### src/rtl/epdma_pkg.sv
package epdma_pkg;

  typedef enum logic [2:0] {
    ST_IDLE, ST_F0, ST_F1, ST_F2, ST_F3, ST_RD, ST_WR, ST_WB
  } st_e;

  // attribute slots, set index = 2*slot, clear index = 2*slot+1
  localparam int NATTR    = 6;
  localparam int A_EN     = 0;
  localparam int A_PRIO   = 1;
  localparam int A_ALT    = 2;
  localparam int A_UB     = 3;
  localparam int A_MASK   = 4;
  localparam int A_IE     = 5;
  localparam int REG_BASE = 2 * NATTR;

  // control word layout
  localparam int MODE_LSB = 0;
  localparam int MODE_W   = 3;
  localparam int CNT_LSB  = 4;
  localparam int ARB_LSB  = 14;
  localparam int ARB_W    = 4;
  localparam int SINC_LSB = 24;
  localparam int DINC_LSB = 30;

  localparam logic [1:0] INC_NONE = 2'd3;
  localparam logic [1:0] SZ_BYTE  = 2'd0;
  localparam logic [1:0] SZ_WORD  = 2'd2;
  localparam int         STRIDE   = 16;

endpackage

### src/rtl/epdma_attr.sv
module epdma_attr #(
  parameter int NATTR = 6,
  parameter int DW    = 32,
  parameter int CHAN  = 7,
  parameter int IDX_W = 4
) (
  input  logic             clk,
  input  logic             rst_n,
  input  logic             wr_en,
  input  logic [IDX_W-1:0] wr_idx,
  input  logic [DW-1:0]    wr_data,
  input  logic [NATTR-1:0] hw_clr,
  output logic [NATTR-1:0] attr_q
);

  logic [NATTR-1:0] attr_d;

  for (genvar g = 0; g < NATTR; g++) begin : g_attr
    localparam logic [IDX_W-1:0] SET_IDX = IDX_W'(2 * g);
    localparam logic [IDX_W-1:0] CLR_IDX = IDX_W'(2 * g + 1);
    logic hit_set, hit_clr;

    always_comb begin
      hit_set = wr_en && (wr_idx == SET_IDX) && wr_data[CHAN];
      hit_clr = wr_en && (wr_idx == CLR_IDX) && wr_data[CHAN];
      if (hw_clr[g])    attr_d[g] = 1'b0;
      else if (hit_set) attr_d[g] = 1'b1;
      else if (hit_clr) attr_d[g] = 1'b0;
      else              attr_d[g] = attr_q[g];
    end

    always_ff @(posedge clk or negedge rst_n) begin
      if (!rst_n) attr_q[g] <= 1'b0;
      else        attr_q[g] <= attr_d[g];
    end
  end

endmodule

### src/rtl/epdma_agen.sv
module epdma_agen #(
  parameter int AW = 32,
  parameter int CW = 11
) (
  input  logic [AW-1:0] end_ptr,
  input  logic [CW-1:0] remain,
  input  logic [1:0]    step,
  output logic [AW-1:0] addr
);

  logic [AW-1:0] span;

  always_comb begin
    span = AW'(remain - CW'(1)) << step;
    if (step == epdma_pkg::INC_NONE) addr = end_ptr;
    else                             addr = end_ptr - span;
  end

endmodule

### src/rtl/epdma_engine.sv
module epdma_engine
  import epdma_pkg::*;
#(
  parameter int AW     = 32,
  parameter int DW     = 32,
  parameter int CNT_W  = 10,
  parameter int CHAN   = 7,
  parameter int NUM_CH = 32,
  parameter int CFG_AW = 4
) (
  input  logic              clk,
  input  logic              rst_n,
  input  logic              cfg_we,
  input  logic [CFG_AW-1:0] cfg_addr,
  input  logic [DW-1:0]     cfg_wdata,
  output logic [DW-1:0]     cfg_rdata,
  input  logic              req_single,
  input  logic              req_burst,
  output logic              mem_req,
  output logic              mem_we,
  output logic [1:0]        mem_size,
  output logic [AW-1:0]     mem_addr,
  output logic [DW-1:0]     mem_wdata,
  input  logic [DW-1:0]     mem_rdata,
  output logic              done_irq
);

  localparam int          REM_W   = CNT_W + 1;
  localparam logic [AW-1:0] PRI_OFF = AW'(CHAN * STRIDE);
  localparam logic [AW-1:0] ALT_OFF = AW'(NUM_CH * STRIDE);

  // reset: asserted asynchronously, released on the clock
  logic [1:0] rst_sync;
  logic       rst_n_i;
  always_ff @(posedge clk or negedge rst_n) begin
    if (!rst_n) rst_sync <= 2'b00;
    else        rst_sync <= {rst_sync[0], 1'b1};
  end
  assign rst_n_i = rst_sync[1];

  st_e              st_q, st_d;
  logic [AW-1:0]    src_q, src_d, dst_q, dst_d, base_q, base_d;
  logic [DW-1:0]    ctrl_q, ctrl_d;
  logic [REM_W-1:0] rem_q, rem_d, len_q, len_d;
  logic             burst_q, burst_d, irq_q, irq_d;
  logic [NATTR-1:0] attr_q, hw_clr;

  logic [AW-1:0]    ctl_addr, src_addr, dst_addr;
  logic [REM_W-1:0] fetch_rem, fetch_len, cap;
  logic [ARB_W-1:0] arb;
  logic [DW-1:0]    wb_word;
  logic             recog;

  epdma_attr #(.NATTR(NATTR), .DW(DW), .CHAN(CHAN), .IDX_W(CFG_AW)) u_attr (
    .clk(clk), .rst_n(rst_n_i), .wr_en(cfg_we), .wr_idx(cfg_addr),
    .wr_data(cfg_wdata), .hw_clr(hw_clr), .attr_q(attr_q)
  );

  epdma_agen #(.AW(AW), .CW(REM_W)) u_src_agen (
    .end_ptr(src_q), .remain(rem_q), .step(ctrl_q[SINC_LSB +: 2]), .addr(src_addr)
  );

  epdma_agen #(.AW(AW), .CW(REM_W)) u_dst_agen (
    .end_ptr(dst_q), .remain(rem_q), .step(ctrl_q[DINC_LSB +: 2]), .addr(dst_addr)
  );

  // configuration read and base register
  always_comb begin
    cfg_rdata = '0;
    base_d    = base_q;
    if (cfg_addr == CFG_AW'(REG_BASE)) cfg_rdata = DW'(base_q);
    else if (int'(cfg_addr) < REG_BASE) cfg_rdata[CHAN] = attr_q[cfg_addr[CFG_AW-1:1]];
    if (cfg_we && cfg_addr == CFG_AW'(REG_BASE)) base_d = AW'(cfg_wdata);
  end

  assign ctl_addr = base_q + PRI_OFF + (attr_q[A_ALT] ? ALT_OFF : '0);
  assign recog    = attr_q[A_EN] && !attr_q[A_MASK] &&
                    (req_burst || (req_single && !attr_q[A_UB]));

  // element count and burst length from a freshly fetched control word
  always_comb begin
    fetch_rem = REM_W'(mem_rdata[CNT_LSB +: CNT_W]) + REM_W'(1);
    arb       = mem_rdata[ARB_LSB +: ARB_W];
    cap       = REM_W'(1) << arb;
    if (!burst_q)                 fetch_len = REM_W'(1);
    else if (int'(arb) >= REM_W)  fetch_len = fetch_rem;
    else if (cap < fetch_rem)     fetch_len = cap;
    else                          fetch_len = fetch_rem;
  end

  always_comb begin
    wb_word = ctrl_q;
    if (rem_q == '0) begin
      wb_word[MODE_LSB +: MODE_W] = '0;
      wb_word[CNT_LSB +: CNT_W]   = '0;
    end else begin
      wb_word[CNT_LSB +: CNT_W]   = CNT_W'(rem_q - REM_W'(1));
    end
  end

  // next state and memory port
  always_comb begin
    st_d = st_q; src_d = src_q; dst_d = dst_q; ctrl_d = ctrl_q;
    rem_d = rem_q; len_d = len_q; burst_d = burst_q;
    hw_clr = '0; irq_d = 1'b0;
    mem_req = 1'b0; mem_we = 1'b0; mem_size = SZ_WORD;
    mem_addr = ctl_addr; mem_wdata = '0;
    unique case (st_q)
      ST_IDLE: if (recog) begin
        burst_d = req_burst;
        st_d    = ST_F0;
      end
      ST_F0: begin
        mem_req = 1'b1;
        st_d    = ST_F1;
      end
      ST_F1: begin
        src_d    = AW'(mem_rdata);
        mem_req  = 1'b1;
        mem_addr = ctl_addr + AW'(4);
        st_d     = ST_F2;
      end
      ST_F2: begin
        dst_d    = AW'(mem_rdata);
        mem_req  = 1'b1;
        mem_addr = ctl_addr + AW'(8);
        st_d     = ST_F3;
      end
      ST_F3: begin
        ctrl_d = mem_rdata;
        rem_d  = fetch_rem;
        len_d  = fetch_len;
        if (mem_rdata[MODE_LSB +: MODE_W] == '0) begin
          hw_clr[A_EN] = 1'b1;
          st_d         = ST_IDLE;
        end else begin
          st_d = ST_RD;
        end
      end
      ST_RD: begin
        mem_req  = 1'b1;
        mem_size = SZ_BYTE;
        mem_addr = src_addr;
        st_d     = ST_WR;
      end
      ST_WR: begin
        mem_req   = 1'b1;
        mem_we    = 1'b1;
        mem_size  = SZ_BYTE;
        mem_addr  = dst_addr;
        mem_wdata = DW'(mem_rdata[7:0]);
        rem_d     = rem_q - REM_W'(1);
        len_d     = len_q - REM_W'(1);
        st_d      = (len_q == REM_W'(1)) ? ST_WB : ST_RD;
      end
      ST_WB: begin
        mem_req   = 1'b1;
        mem_we    = 1'b1;
        mem_addr  = ctl_addr + AW'(8);
        mem_wdata = wb_word;
        st_d      = ST_IDLE;
        if (rem_q == '0) begin
          hw_clr[A_EN] = 1'b1;
          irq_d        = attr_q[A_IE];
        end
      end
      default: st_d = ST_IDLE;
    endcase
  end

  always_ff @(posedge clk or negedge rst_n_i) begin
    if (!rst_n_i) begin
      st_q <= ST_IDLE; src_q <= '0; dst_q <= '0; ctrl_q <= '0; base_q <= '0;
      rem_q <= '0; len_q <= '0; burst_q <= 1'b0; irq_q <= 1'b0;
    end else begin
      st_q <= st_d; src_q <= src_d; dst_q <= dst_d; ctrl_q <= ctrl_d; base_q <= base_d;
      rem_q <= rem_d; len_q <= len_d; burst_q <= burst_d; irq_q <= irq_d;
    end
  end

  assign done_irq = irq_q;

endmodule

### config.mk
export PLATFORM = sky130hd
export DESIGN_NAME = epdma_engine
export DESIGN_NICKNAME = d
export VERILOG_FILES = /design/src/rtl/epdma_pkg.sv /design/src/rtl/epdma_attr.sv /design/src/rtl/epdma_agen.sv /design/src/rtl/epdma_engine.sv
export SDC_FILE = /design/constraint.sdc
export NUM_CORES = 1
export LEC_CHECK = 0
export ABC_AREA = 1
export BUFFER_PORTS_ARGS = -buffer_cell sky130_fd_sc_hd__buf_2
export CORE_ASPECT_RATIO = 1.2
export CORE_MARGIN = 1
export CORE_UTILIZATION = 60
export CTS_BUF_LIST = sky130_fd_sc_hd__clkbuf_2 sky130_fd_sc_hd__clkbuf_4 sky130_fd_sc_hd__clkbuf_8
export CTS_CLUSTER_DIAMETER = 150
export DETAILED_ROUTE_END_ITERATION = 8
export PLACE_DENSITY = 0.86
export SLEW_MARGIN = 20
export SYNTH_ARGS = -nofsm -noshare
export SYNTH_HDL_FRONTEND = slang
export SYNTH_SLANG_ARGS = --single-unit
### constraint.sdc
create_clock -name clk -period 5.25 [get_ports clk]
set_input_delay 0.525 -clock clk [delete_from_list [all_inputs] [get_ports clk]]
set_output_delay 0.525 -clock clk [all_outputs]
set_load 0.02 [all_outputs]
==> impl_metrics.yaml, run 1 <==
status:
  status: "complete, no violations"
cts:
  clk_latency_ps: 520
  clkTransAtPathRegs_ps: 130
  htreeDepth: 4
  clockBufferDepth: 2
  cts_num_sinks: 153
  clockRootBuffer: "clkbuf_8"
  numCtsBuffers: 17
  cts_tree: "built"
route:
  met3_wirelength_um: 4500
  met2WireLength_um: 24300
  dr.max_layer_used: "met4"
  met1_length_um: 21500
  drtIter0Drc: 2041
  ant_nets: 0
  wl_per_cell_um: 18.7
  routed_wl_um: 54100
  drc: 0
  first_pass_iters: 7
  vias: 17456
  vias_per_cell: 6.03
finish:
  mostFrequentLayoutCell: "nand2_1"
  fin_area_um2: 16500
  drive_gt1_share_pct: 12.5
  diodes: 0
  finalNetCount: 2720
  area_delta_synth_final_pct: 11.0
  fillers: 2172
  final_cell_mix: "nand2_1, nor2_1, inv_1, o21ai_0, buf_2"
global_routing:
  grt_first_pass_wirelength_um: 83900
  grt_pass1_vias: 16105
  antenna_found_initial: 0
  grt_max_degree: 114
  grtUsageTotal_pct: 42.1
  overflow: 0
synth:
  synth_edf_count: 0
  synth.cell_area_um2: 14900
  synthTopCellsByArea: "dfrtp_1, nand2_1, nor2_1"
  synthFlopType: "dfrtp_1"
  synth-seq-cells: 153
  synth_cell_types: 60
  yosysSeqAreaShare_pct: 25.7
  synth_nets: 2580
  netlist.area_leader.share_pct: 25.7
  yosys.area.top_type: "dfrtp_1"
  yosysWarnings: 0
  synthArstFlopShare_pct: 100
  netlist_instances: 2423
  avgSynthCellArea_um2: 6.15
timing:
  clock.fmax_mhz: 199
  finClkSkew_ps: 34.2
  period_needed_ps: 5010
  setup_viol: 0
  period_share_pct: 95.5
  slew_headroom_pct: 38.3
  tightestPinTransition_ps: 925
  tns_ps: 0
  finalMaxSlewViolations: 0
  hold_violations: 0
setup_path:
  cp.required_ps: 4720
  crit_path_end_kind: "primary output"
  cp-start-kind: "flop"
  arrival_ps: 4490
  crit_type: "flop to primary output"
  critical_path.max_fanout: 8
job:
  cap_violations: 0
pwr:
  vdd_ir_drop_max_mv: 0.415
  powerDensity_nw_per_um2: 743
  cellLeakagePower_uw: 0.00869
  power_uw: 12300
floorplan:
  start_util_pct: 61.7
  die-width_um: 146
  die_area_um2: 25500
  ioPinCount: 174
  die_h_um: 175
  core_um2: 24100
  fp-row-count: 62
placed_design:
  numPortBuffers: 172
  post_dp_cell_area_um2: 16000
  gp_congestion: 1.06
  hpwl_um: 42500
worst_hold_path:
  hold_path.class: "input port to flop"
metal layers:
| metal | up-vias | GRT usage [%] |
|---|---|---|
| met1 | 8006 | 54.3 |
| li1 | 8249 | - |
| met4 | 0 | 28.2 |
| met2 | 979 | 66.7 |
| met5 | - | 0 |
| met3 | 222 | 4.88 |
synth_stat cells (12+ instances only):
cell,n
o211ai_1,31
nand4_1,46
clkbuf_1,56
inv_1,285
ha_1,82
nor2_2,18
xor2_1,30
inv_2,12
nand2_1,598
nor3_1,22
o21ai_0,239
o221ai_1,18
nand2_2,17
nor2_1,375
nand3_1,149
a21oi_1,143
dfrtp_1,153
metrics by stage:
step | std cells | util [%] | hold slack (ps) | setup WS, ps
after floorplan | 2423 | - | 229 | 582
after global placement | 2861 | 66.4 | 310 | 772
after detailed placement | 2861 | 66.4 | 312 | 609
after CTS | 2894 | 68.0 | 232 | 58.9
after global routing | 2896 | 68.5 | 263 | -77.0
final | 2896 | 68.5 | 244 | 237
sequential cells by signal, indices dropped and copies added (netlist names):
signal         count
ctrl_q            22
st_q               3
rem_q             11
dst_q             32
rst_sync           2
u_attr.attr_q      6
len_q             11
burst_q            1
done_irq           1
src_q             32
base_q            32
power breakdown:
part           leakage, µW  switching [µW]  total [µW]  internal, µW
Sequential         0.00183             532        2200          1660
Clock             0.000189             558         918           360
Combinational      0.00667            6290        9180          2890
repair_timing:
action,CTS,global route
gates resized for setup,0,34
setup endpoints to repair,0,23
buffers inserted,0,2
endpoints found under the hold margin,2,0
hold buffers,1,0
final timing paths:
path | start | endpoint | slack, ps | cells past startpoint
worst max-delay path | rem_q[0] | mem_addr[25] | 240 | 22
worst min-delay path | cfg_wdata[19] | base_q[19] | 240 | 3
worst max register to register | st_q[1] | rem_q[1] | 2020 | 10
worst min register to register | rst_sync[1] | base_q[19] | 300 | 0
max in group asynchronous | rst_sync[1] | dst_q[20] | 3890 | 1
min in group asynchronous | rst_sync[1] | base_q[19] | 300 | 0
critical path, stage by stage, from the launching register on:
cell	delay, ps
dfrtp_1	440
inv_2	140
ha_1	200
inv_1	90
nor2_4	180
nand2_1	120
nand2_1	90
nand2_1	70
inv_1	140
o21ai_0	200
nand2_1	100
o21ai_0	90
ha_1	370
nand2_1	110
o21ai_0	310
inv_1	100
nand2_1	140
nand3_1	120
o21ai_0	260
nor2_1	70
o21ai_0	220
nand4_1	220
buf_2	230
layout make-up:
| class | instances | area (µm²) | share of cell area [%] |
|---|---|---|---|
| clock inverter | 14 | 126 | 0.764 |
| clock buffer | 18 | 248 | 1.50 |
| tap | 320 | 400 | 2.42 |
| timing repair buffer | 190 | 1010 | 6.11 |
| multi-input combinational | 1896 | 9770 | 59.1 |
| inverter | 305 | 1150 | 6.93 |
| sequential | 153 | 3830 | 23.2 |
cells by family after synthesis:
group	after synthesis	synth area share [%]
DFF	153	25.7
and+or+nand+nor	1262	35.7
AOI/OAI and AO/OA	502	19.1
muxes	11	0.748
other	2	0.0504
xor gates and xnor gates	35	2.11
adders and majority gates	84	7.16
buffers and inverters	374	9.53
No activity file was read; power rests on OpenSTA's default activity.
==> run 2: changes to the inputs <==
Settings changed: PLACE_DENSITY 0.86 to unset, PLACE_DENSITY_LB_ADDON set to 0.12.
==> impl_metrics.yaml, run 2 (synthesis results as in run 1) <==
worst_hold_path:
  hold_start: "mem_rdata[29]"
  hold_path.class: "input port to flop"
floorplan:
  start_util_pct: 61.7
  ioPinCount: 174
  die_area_um2: 25500
  fp-row-count: 62
  die_h_um: 175
  die-width_um: 146
  core_um2: 24100
setup_path:
  slowest_delay_ps: 440
  crit_chain: "inv_4, ha_1, or2_2, nand2_1, inv_1, nand2_1, o21ai_0, o21ai_0, ha_1, a21oi_2, nand2_1, a21oi_2, inv_1, nand2_1, nand2_1, buf_4, nand2_1, inv_1, o21ai_0, o211ai_1, o2111ai_1, buf_2"
  critical_path.most_common_cell: "nand2_1"
  crit_type: "flop to primary output"
  worstSetupStartpoint: "rem_q[0]"
  arrival_ps: 4560
  r2r_start: "st_q[0]"
  cp-start-kind: "flop"
  cp_slowest_cell: "dfrtp_2"
  cp.required_ps: 4720
  critical_path.max_fanout: 8
  crit_path_end_kind: "primary output"
finish:
  mostFrequentLayoutCell: "nand2_1"
  finalNetCount: 2721
  utilization_pct: 68.6
  diodes: 0
  reg.largest.list: "base_q x32, dst_q x32, src_q x32"
  fillers: 2207
  final_cell_mix: "nand2_1, nor2_1, inv_1, o21ai_0, buf_2"
  area_delta_synth_final_pct: 11.1
  drive_gt1_share_pct: 12.4
cts:
  clk_latency_ps: 490
  clkTransAtPathRegs_ps: 100
  cts_num_sinks: 153
  clockRootBuffer: "clkbuf_8"
  htreeDepth: 4
  cts_tree: "built"
  clockBufferDepth: 2
  numCtsBuffers: 17
timing:
  period_share_pct: 96.8
  hold_ws_ps: 259
  finClkSkew_ps: 10.5
  setup_viol: 0
  slew_headroom_pct: 39.2
  finalMaxSlewViolations: 0
  tightestPinTransition_ps: 912
  period_needed_ps: 5080
  hold_violations: 0
  clock.fmax_mhz: 197
route:
  first_pass_iters: 8
  vias_per_cell: 6.06
  wl_per_cell_um: 18.9
  vias: 17557
  ant_nets: 0
  drtIter0Drc: 1985
  drc: 0
  routed_wl_um: 54800
placed_design:
  gp_congestion: 1.05
  numPortBuffers: 172
  hpwl_um: 43100
pwr:
  intPower_uw: 5020
  cellLeakagePower_uw: 0.00870
  p_seq_share_pct: 17.9
  power_uw: 12500
  p_switching_uw: 7450
  clkPwrFrac_pct: 8.0
  powerDensity_nw_per_um2: 753
  p_comb_share_pct: 74.0
  vdd_ir_drop_max_mv: 0.406
  swShare_pct: 59.7
global_routing:
  grt_max_degree: 72
  grt_pass1_vias: 16263
  grt_first_pass_wirelength_um: 85200
  antenna_found_initial: 0
  overflow: 0
  grtUsageTotal_pct: 42.9
status:
  status: "complete, no violations"
job:
  cap_violations: 0
## run 2: cell count changes in the layout (fill, tap and decap cells not counted), sizes merged
cell    change
bufinv      +2
inv         -2
buf         +1
## run 2: worst max-delay path: cells and delay by family (launching register included)
family                     cells  cell delay [ps]
buffers and inverters          6              690
DFF                            1              440
and+or+nand+nor                7              890
AOI/OAI and AO/OA              7             1510
adders and majority gates      2              550
## run 2: cell type report
cell class | instances | area, µm² | share of cell area [%]
inverters | 305 | 1150 | 6.94
clock inverters | 14 | 178 | 1.07
clock buffers | 18 | 241 | 1.46
multi-input cells | 1896 | 9740 | 58.8
repair buffers | 191 | 1010 | 6.10
flip-flops and latches | 153 | 3830 | 23.2
well taps | 320 | 400 | 2.42
## run 2: what timing repair did
action                     4_1_cts  5_1_grt
setup endpoints to repair        1       24
hold endpoints to repair         2        0
pin swaps                        0        5
resized for setup                1       24
setup buffers                    0        5
hold buffers                     1        0
## run 2: power by group through the flow
stage | Combinational [µW] | Sequential (µW) | Clock, µW
finish | 9230 | 2240 | 1000
global route | 10100 | 2270 | 1050
CTS | 8810 | 2200 | 1000
detailed placement | 8740 | 2230 | 0
global placement | 8570 | 2200 | 0
floorplan | 6470 | 1980 | 0
## run 2: through the flow
step | setup TNS [ps] | setup WS (ps) | cell area [µm²] | std cells
finish | 0 | 168 | 16500 | 2897
global route | -16.4 | -10.7 | 16500 | 2897
CTS | 0 | 115 | 16400 | 2892
detailed placement | 0 | 550 | 16000 | 2859
global placement | 0 | 745 | 16000 | 2859
floorplan | 0 | 582 | 14900 | 2423
## run 2: metal layers
layer / global-route usage, % / vias up / wire length, µm
met5: 0 / - / 0
met4: 31.8 / 0 / 4210
met3: 6.74 / 255 / 4620
met2: 67.8 / 1023 / 24500
met1: 53.2 / 8027 / 21400
li1: - / 8252 / -
## run 2: path summary, 6_finish.rpt
kind,to,slack [ps],cells past startpoint
hold / removal,ctrl_q[29],260,3
setup / recovery,mem_addr[9],170,22
setup reg to reg,rem_q[1],1650,9
max in group asynchronous,dst_q[21],3510,1
min in group asynchronous,rst_sync[1],330,2
hold reg to reg,rst_sync[1],370,0
